<file path="config.mk">
export PLATFORM = sky130hd
export DESIGN_NAME = xcvr_regif
export DESIGN_NICKNAME = d
export VERILOG_FILES = /design/src/rtl/xrf_pkg.sv /design/src/rtl/xrf_decode.sv /design/src/rtl/xrf_ctrl.sv /design/src/rtl/xrf_status.sv /design/src/rtl/xrf_irqmux.sv /design/src/rtl/xcvr_regif.sv
export SDC_FILE = /design/constraint.sdc
export NUM_CORES = 1
export LEC_CHECK = 0
export BUFFER_PORTS_ARGS = -buffer_cell sky130_fd_sc_hd__buf_2
export CAP_MARGIN = 20
export CORE_UTILIZATION = 42
export DETAILED_ROUTE_END_ITERATION = 12
export PLACE_DENSITY = 0.73
export SETUP_SLACK_MARGIN = 0.5
export SLEW_MARGIN = 20
export SYNTH_ARGS = -nofsm -noshare
export SYNTH_HDL_FRONTEND = slang
export SYNTH_SLANG_ARGS = --single-unit
</file>
<file path="constraint.sdc">
create_clock -name clk -period 1 [get_ports clk]
set_input_delay 0.2 -clock clk [delete_from_list [all_inputs] [get_ports clk]]
set_output_delay 0.2 -clock clk [all_outputs]
set_load 0.005 [all_outputs]
</file>
<file path="src/rtl/xrf_pkg.sv">
package xrf_pkg;

   // control register A, packed msb..lsb as bits 3..0
   typedef struct packed {
      logic redirect;
      logic irq_en;
      logic cp_mode;
      logic tone_en;
   } cra_t;

   // control register B, packed msb..lsb as bits 3..0
   typedef struct packed {
      logic col_sel;
      logic single;
      logic test;
      logic burst_off;
   } crb_t;

   // access kinds, encoded as {register select, read}
   typedef enum logic [1:0] {
      ACC_TX_WR = 2'b00,
      ACC_RX_RD = 2'b01,
      ACC_CR_WR = 2'b10,
      ACC_ST_RD = 2'b11
   } acc_e;

   localparam int unsigned CTL_BITS = 4;

endpackage

</file>
<file path="src/rtl/xrf_decode.sv">
module xrf_decode #(
   parameter bit CS_SEL_LVL = 1'b0
) (
   input  logic cs,
   input  logic stb,
   input  logic rsel,
   input  logic rd,
   output logic acc_tx_wr,
   output logic acc_rx_rd,
   output logic acc_cr_wr,
   output logic acc_st_rd
);
   import xrf_pkg::*;

   logic  selected;
   logic  active;
   acc_e  kind;

   generate
      if (CS_SEL_LVL == 1'b0) begin : g_sel_low
         assign selected = ~cs;
      end else begin : g_sel_high
         assign selected = cs;
      end
   endgenerate

   assign active = selected & stb;
   assign kind   = acc_e'({rsel, rd});

   always_comb begin
      acc_tx_wr = 1'b0;
      acc_rx_rd = 1'b0;
      acc_cr_wr = 1'b0;
      acc_st_rd = 1'b0;
      if (active) begin
         unique case (kind)
            ACC_TX_WR: acc_tx_wr = 1'b1;
            ACC_RX_RD: acc_rx_rd = 1'b1;
            ACC_CR_WR: acc_cr_wr = 1'b1;
            ACC_ST_RD: acc_st_rd = 1'b1;
            default:   ;
         endcase
      end
   end
endmodule

</file>
<file path="src/rtl/xrf_ctrl.sv">
module xrf_ctrl #(
   parameter int unsigned DATA_W = 4
) (
   input  logic              clk,
   input  logic              rst_n,
   input  logic              cr_wr,
   input  logic [DATA_W-1:0] wdata,
   output xrf_pkg::cra_t     cra,
   output xrf_pkg::crb_t     crb,
   output logic              redirect
);
   import xrf_pkg::*;

   localparam int unsigned RD_BIT = CTL_BITS - 1;

   cra_t cra_q;
   crb_t crb_q;
   logic pend_q;

   always_ff @(posedge clk or negedge rst_n) begin
      if (!rst_n) begin
         cra_q  <= '0;
         crb_q  <= '0;
         pend_q <= 1'b0;
      end else if (cr_wr) begin
         if (pend_q) begin
            crb_q  <= crb_t'(wdata[CTL_BITS-1:0]);
            pend_q <= 1'b0;
         end else begin
            cra_q  <= cra_t'(wdata[CTL_BITS-1:0]);
            pend_q <= wdata[RD_BIT];
         end
      end
   end

   assign cra      = cra_q;
   assign crb      = crb_q;
   assign redirect = pend_q;
endmodule

</file>
<file path="src/rtl/xrf_status.sv">
module xrf_status (
   input  logic clk,
   input  logic rst_n,
   input  logic st_rd,
   input  logic burst_en,
   input  logic rx_evt,
   input  logic tx_evt,
   output logic st_irq,
   output logic st_txe,
   output logic st_rxf
);
   logic tx_hit;
   logic irq_d, txe_d, rxf_d;

   assign tx_hit = tx_evt & burst_en;

   always_comb begin
      // receive-full: event wins over the clear of a read in the same cycle
      if (rx_evt)      rxf_d = 1'b1;
      else if (st_rd)  rxf_d = 1'b0;
      else             rxf_d = st_rxf;

      if (tx_hit)                 txe_d = 1'b1;
      else if (st_rd | ~burst_en) txe_d = 1'b0;
      else                        txe_d = st_txe;

      if (rx_evt | tx_hit) irq_d = 1'b1;
      else if (st_rd)      irq_d = 1'b0;
      else                 irq_d = st_irq;
   end

   always_ff @(posedge clk or negedge rst_n) begin
      if (!rst_n) begin
         st_irq <= 1'b0;
         st_txe <= 1'b0;
         st_rxf <= 1'b0;
      end else begin
         st_irq <= irq_d;
         st_txe <= txe_d;
         st_rxf <= rxf_d;
      end
   end
endmodule

</file>
<file path="src/rtl/xrf_irqmux.sv">
module xrf_irqmux #(
   parameter bit OUT_REG = 1'b0
) (
   input  logic clk,
   input  logic rst_n,
   input  logic irq_en,
   input  logic cp_mode,
   input  logic test_mode,
   input  logic st_irq,
   input  logic steer_valid,
   input  logic cp_wave,
   output logic pin_n
);
   logic sel_n;

   always_comb begin
      if (cp_mode) begin
         sel_n = irq_en ? cp_wave : 1'b1;
      end else if (test_mode) begin
         sel_n = ~steer_valid;
      end else if (irq_en) begin
         sel_n = ~st_irq;
      end else begin
         sel_n = 1'b1;
      end
   end

   generate
      if (OUT_REG) begin : g_reg
         logic pin_q;
         always_ff @(posedge clk or negedge rst_n) begin
            if (!rst_n) pin_q <= 1'b1;
            else        pin_q <= sel_n;
         end
         assign pin_n = pin_q;
      end else begin : g_comb
         assign pin_n = sel_n;
      end
   endgenerate
endmodule

</file>
<file path="src/rtl/xcvr_regif.sv">
module xcvr_regif #(
   parameter int unsigned DATA_W      = 4,
   parameter bit          CS_SEL_LVL  = 1'b0,
   parameter bit          RX_CP_BLOCK = 1'b1,
   parameter bit          IRQ_OUT_REG = 1'b0,
   parameter logic [3:0]  IDLE_RD     = 4'h0
) (
   input  logic              clk,
   input  logic              rst_n,
   input  logic              bus_cs_n,
   input  logic              bus_stb,
   input  logic              bus_rsel,
   input  logic              bus_rd,
   input  logic [DATA_W-1:0] bus_wdata,
   output logic [DATA_W-1:0] bus_rdata,
   output logic [DATA_W-1:0] tx_code,
   output logic              tx_load,
   output logic              tone_en,
   output logic              cp_mode,
   output logic              burst_en,
   output logic              single_tone,
   output logic              col_sel,
   input  logic              rx_new,
   input  logic [DATA_W-1:0] rx_code,
   input  logic              tx_ready,
   input  logic              steer_valid,
   input  logic              cp_wave,
   output logic              irq_n
);
   import xrf_pkg::*;

   localparam int unsigned ST_BITS = 4;

   generate
      if (DATA_W != CTL_BITS) begin : g_bad_width
         $error("xcvr_regif: DATA_W must equal the 4-bit register width");
      end
   endgenerate

   logic acc_tx_wr, acc_rx_rd, acc_cr_wr, acc_st_rd;
   cra_t cra;
   crb_t crb;
   logic redirect;
   logic st_irq, st_txe, st_rxf;
   logic rx_evt;
   logic [DATA_W-1:0] tx_q, rx_hold;
   logic [ST_BITS-1:0] st_word;

   xrf_decode #(.CS_SEL_LVL(CS_SEL_LVL)) u_dec (
      .cs        (bus_cs_n),
      .stb       (bus_stb),
      .rsel      (bus_rsel),
      .rd        (bus_rd),
      .acc_tx_wr (acc_tx_wr),
      .acc_rx_rd (acc_rx_rd),
      .acc_cr_wr (acc_cr_wr),
      .acc_st_rd (acc_st_rd)
   );

   xrf_ctrl #(.DATA_W(DATA_W)) u_ctl (
      .clk      (clk),
      .rst_n    (rst_n),
      .cr_wr    (acc_cr_wr),
      .wdata    (bus_wdata),
      .cra      (cra),
      .crb      (crb),
      .redirect (redirect)
   );

   generate
      if (RX_CP_BLOCK) begin : g_rx_gate
         assign rx_evt = rx_new & ~cra.cp_mode;
      end else begin : g_rx_open
         assign rx_evt = rx_new;
      end
   endgenerate

   xrf_status u_st (
      .clk      (clk),
      .rst_n    (rst_n),
      .st_rd    (acc_st_rd),
      .burst_en (~crb.burst_off),
      .rx_evt   (rx_evt),
      .tx_evt   (tx_ready),
      .st_irq   (st_irq),
      .st_txe   (st_txe),
      .st_rxf   (st_rxf)
   );

   xrf_irqmux #(.OUT_REG(IRQ_OUT_REG)) u_irq (
      .clk         (clk),
      .rst_n       (rst_n),
      .irq_en      (cra.irq_en),
      .cp_mode     (cra.cp_mode),
      .test_mode   (crb.test),
      .st_irq      (st_irq),
      .steer_valid (steer_valid),
      .cp_wave     (cp_wave),
      .pin_n       (irq_n)
   );

   always_ff @(posedge clk or negedge rst_n) begin
      if (!rst_n) begin
         tx_q    <= '0;
         rx_hold <= '0;
      end else begin
         if (acc_tx_wr) tx_q    <= bus_wdata;
         if (rx_evt)    rx_hold <= rx_code;
      end
   end

   assign st_word = {~steer_valid, st_rxf, st_txe, st_irq};

   always_comb begin
      if (acc_rx_rd)      bus_rdata = rx_hold;
      else if (acc_st_rd) bus_rdata = st_word;
      else                bus_rdata = IDLE_RD;
   end

   assign tx_code     = tx_q;
   assign tx_load     = acc_tx_wr;
   assign tone_en     = cra.tone_en;
   assign cp_mode     = cra.cp_mode;
   assign burst_en    = ~crb.burst_off;
   assign single_tone = crb.single;
   assign col_sel     = crb.col_sel;
endmodule

</file>
* Word level (Yosys, flattened, before mapping)
Index checks and enable logic that the tools add are counted.
Storage, ports and cells: register bits 19, input port bits 18
Operators by class: equality and inequality tests 3, multiplexer cells 20, bitwise logic cells 11, reductions and logical operators 6
Operators by type and width (number):
- 1-bit two-way mux | 18
- 4-bit two-way mux | 2
- 1-bit inverter | 6
- 2-bit nonzero test | 3
- 2-bit == test (second input constant) | 2
- 2-bit AND reduction | 2
- 1-bit bitwise AND | 3
- 2-bit by 1-bit == test with 1-bit output (second input constant) | 1
- 2-bit zero test | 1
- 1-bit bitwise OR | 2

* Longest topological paths before layout
word-level depth 6, gate-level depth with buffers 4, depth with buffers taken out 3

* Hierarchy
Synthesis repeated with hierarchy kept, for this count alone.
Unflattened totals: cells, all modules 69, area, all modules 969.7 um^2
By module, submodules not included:
- xcvr_regif | times used 1, cells each 31, area each 386.6 um^2
- xrf_ctrl | times used 1, cells each 22, area each 381.6 um^2
- xrf_status | times used 1, cells each 8, area each 111.4 um^2
- xrf_decode | times used 1, cells each 4, area each 50.0 um^2
- xrf_irqmux | times used 1, cells each 4, area each 40.0 um^2

* Least setup slack after synthesis
Ideal clock, no wire load.
path type reg2reg, start point reg u_ctl.cra_q (netlist bit u_ctl.cra[1]), end point reg rx_hold[0], setup time 0.125 ns, arrival time 1.064 ns, path slack -0.189 ns, stages on the path, launching flop included 4, path buffers 1, path through dfrtp_1 > nor2b_1 > clkbuf_1 > mux2_2
On the way: longest elaborated chain between the ends 2
RTL lines:
- from (decl) | line xrf_ctrl.sv:16 | cra_t cra_q;
- from (signal assigned) | line xrf_ctrl.sv:30 | cra_q <= cra_t'(wdata[CTL_BITS-1:0]);
- 1-bit inverter | line xcvr_regif.sv:72 | assign rx_evt = rx_new & ~cra.cp_mode;
- 1-bit bitwise AND | line xcvr_regif.sv:72
- to (signal assigned) | line xcvr_regif.sv:108 | if (rx_evt) rx_hold <= rx_code;
- to (decl) | line xcvr_regif.sv:46 | logic [DATA_W-1:0] tx_q, rx_hold;
No other way between the ends. A chain may end at the register's enable or synchronous reset.

* Worst setup path in the final report
start point reg u_st.st_irq, end point out irq_n
On the way: longest elaborated chain between the ends 4
RTL lines:
- from (decl) | line xrf_status.sv:8 | output logic st_irq,
- from (signal assigned) | line xrf_status.sv:38 | st_irq <= irq_d;
- 1-bit inverter | line xrf_irqmux.sv:22 | sel_n = ~st_irq;
- 1-bit two-way mux | line xrf_irqmux.sv:21 | end else if (irq_en) begin
- 1-bit two-way mux | line xrf_irqmux.sv:19 | end else if (test_mode) begin
- 1-bit two-way mux | line xrf_irqmux.sv:17 | if (cp_mode) begin
- to (decl) | line xcvr_regif.sv:28 | output logic irq_n
No other way between the ends.

==> impl_metrics.py <==
metrics = {
    "status": {
        "result_of_the_run": "complete, but fails checks",
        "violations_in_the_final_reports": "hold timing, setup timing",
    },
    "routing": {
        "wire_length_after_detailed_routing_um": 1910,
        "drt_iter0_drc": 2,
        "final_antenna_net_count": 0,
        "avgRoutedWirePerCell_um": 13.0,
        "routed-via-count": 698,
        "drc_errors": 0,
        "firstDrtPassIters": 4,
        "routed_via_density": 4.78,
    },
    "placement": {
        "placed_insts": 129,
        "place.detailed.hpwl_um": 1310,
        "io_buffer_count": 32,
        "placedInstanceArea_um2": 1140,
        "dpl_worst_slack_ps": -296,
        "routability_congestion_estimate_from_global_placement": 0.688,
    },
    "timing": {
        "final-setup-viol-count": 24,
        "fin_worst_hold_slack_ps": -170,
        "fin_crit_sh": 1.27,
        "timing.slew.headroom": 0.719,
        "rsz_0062_raised_after_global_routing": "true",
        "hold_viol_final": 19,
        "worst_clock_skew_on_the_final_layout_ps": 2.22,
        "final_max_slew_viol_count": 0,
        "min_period_ps": 1270,
        "postLayoutSetupSlackWorst_ps": -269,
        "timing_worst_slew_pin_value_ps": 422,
        "fmaxAchievable_mhz": 788,
        "setup_total_neg_slack_ps": -2590,
    },
    "grt": {
        "grt_pass1_vias": 664,
        "grt.busiest_layer": "met2",
        "grt_start_max_net_pins": 20,
        "grt_usage": 0.189,
        "use_met3": 0.0453,
        "grt-ovfl-total": 0,
        "grt_first_pass_wirelength_um": 2860,
        "globalRouteMet2Util": 0.330,
        "grt_antenna_before_repair": 0,
        "grtUsageMet1": 0.212,
    },
    "power_and_ir_drop": {
        "pwr-share-comb": 0.386,
        "switching_share": 0.271,
        "power.density_nw_per_um2": 1800,
        "vdd.ir_drop.worst_mv": 1.16,
        "power.static_leakage_nw": 0.697,
        "intPower_mw": 1.75,
        "fin_total_pwr_mw": 2.40,
        "clockPowerShare": 0.158,
        "switching_power_uw": 649,
        "p_seq_frac": 0.455,
    },
    "clock_tree": {
        "number_of_buffers_created_by_cts": 3,
        "cts_sinks": 19,
        "cts_tree": "yes",
        "clockRootBuffer": "sky130_fd_sc_hd__clkbuf_4",
        "clock_latency_late_sink_ps": 290,
        "h-tree-depth": 1,
        "cts.reportedPaths.clkPinSlew_ps": 100,
        "cts-root-to-sink-buffers": 2,
    },
    "synth": {
        "synth-seq-cells": 19,
        "synth-edff-count": 0,
        "synth.top_cell.area_share": 0.542,
        "netlist_area_um2": 877,
        "synth.area.top_cells": "sky130_fd_sc_hd__dfrtp_1 54%, sky130_fd_sc_hd__mux2_2 15%, sky130_fd_sc_hd__mux2_4 5.1%, sky130_fd_sc_hd__mux2i_1 4.6%, sky130_fd_sc_hd__nor4b_4 2.7%",
        "ys.flop_type": "sky130_fd_sc_hd__dfrtp_1",
        "synth_nets": 84,
        "post_synthesis_cell_type_with_the_largest_combined_area": "sky130_fd_sc_hd__dfrtp_1",
        "yosysUniqueCellTypes": 21,
        "synth-warning-count": 0,
        "synth_sequential_area_ratio": 0.542,
        "syn-mean-instance-area_um2": 13.3,
        "synth_cells": 66,
        "synth_async_sr_flop_share": 1.00,
    },
    "die": {
        "design.core.area_um2": 1960,
        "die-area_um2": 2280,
        "initial_core_utilization": 0.447,
        "fp-row-count": 16,
        "pin_count": 33,
        "floorplan.die.height_um": 47.7,
        "die_width_um": 47.7,
    },
    "worst_hold_path": {
        "worstHoldPathType": "in -> async",
    },
    "worst_setup_path": {
        "timing_worst_setup_path_type": "reg -> out",
        "worst_setup_path_end_kind": "primary output",
        "critPathArrivalTime_ps": 1070,
        "critPathRequiredTime_ps": 800,
        "critical_path.startpoint_type": "register",
        "critical_path.max_fanout": 3,
    },
    "cells_and_area": {
        "area_growth_from_synthesis_to_layout_pct": 52.2,
        "num-nets-final": 138,
        "ratio_of_cells_with_drive_above_1_in_the_final_layout": 0.655,
        "utilization_after_layout": 0.680,
        "layout_commonest_cell": "sky130_fd_sc_hd__buf_2",
        "final_cells": 146,
        "layout.cell_area.non_filler_um2": 1340,
        "n_antenna_cell": 0,
        "layout.filler_cells": 175,
        "layout_common_cells": "28 x sky130_fd_sc_hd__buf_2, 19 x sky130_fd_sc_hd__dfrtp_1, 15 x sky130_fd_sc_hd__mux2_4",
    },
    "flow_run": {
        "cap_violations": 0,
    },
}
[final timing paths]
kind                                      to  slack (ps)         start  cells after the start
worst max-delay path                   irq_n        -270   u_st.st_irq                      4
worst min-delay path            u_ctl.cra[2]        -170         rst_n                      1
worst max register to register    rx_hold[2]        -210  u_ctl.cra[1]                      4
worst min register to register    tx_code[2]         520    tx_code[2]                      1
max in group asynchronous       u_ctl.cra[1]         880         rst_n                      1
min in group clk                  rx_hold[3]         140    rx_code[3]                      2
[timing repair]
item	4_1_cts	5_1_grt
resized for setup	19	3
setup endpoints to repair	34	34
pin swaps	3	2
buffers inserted	12	1
hold endpoints to repair	19	19
[critical path, stage by stage, from the launching register on]
cell and delay [ps]:
sky130_fd_sc_hd__dfrtp_1 420, sky130_fd_sc_hd__nand2_1 80, sky130_fd_sc_hd__o21ai_1 60, sky130_fd_sc_hd__o21ai_1 100, sky130_fd_sc_hd__buf_2 120
[synth_stat cells, drive strengths merged (3+ instances only)]
| library cell | number |
|---|---|
| dfrtp | 19 |
| nand2 | 3 |
| mux2 | 15 |
| inv | 4 |
| o21ai | 4 |
| mux2i | 4 |
| nor2 | 5 |
[layer usage]
metal | share of wire | vias to the layer above
met5 | 0 | -
met4 | 0.0047 | 0
met3 | 0.036 | 2
met2 | 0.53 | 20
met1 | 0.43 | 342
li1 | - | 334
[area by class of cell]
cell class / instances / area (µm²) / area share
Clock buffer: 4 / 26.3 / 0.0197
Sequential cell: 19 / 475 / 0.356
Tap cell: 27 / 33.8 / 0.0253
Inverter: 4 / 15.0 / 0.0112
Timing Repair Buffer: 51 / 350 / 0.262
Multi-Input combinational cell: 41 / 434 / 0.325
[cells by family (layout without fill, tap and decap cells)]
family,count (synthesis),after routing,share of synthesized area
multiplexers,19,19,0.251
flip-flops,19,19,0.542
AND/OR/NAND/NOR,15,15,0.124
AO/OA/AOI/OAI,7,7,0.0485
buffers and inverters,6,59,0.0342
[power groups by stage]
stage          Combinational [mW]  Sequential (mW)  Clock, mW
5_1_grt                      1.01             1.12      0.426
3_5_place_dp                0.657             1.10          0
6_report                    0.926             1.09      0.380
4_1_cts                     0.899             1.09      0.387
2_1_floorplan               0.392             1.09          0
3_3_place_gp                0.645             1.10          0
[state kept, by name, indices dropped and copies added, names as in the netlist]
name            cells
tx_code             4
u_ctl.cra           3
rx_hold             4
u_st.st_txe         1
u_ctl.redirect      1
u_st.st_irq         1
u_ctl.crb           4
u_st.st_rxf         1
Note: power is estimated with default switching activity, not from simulation.
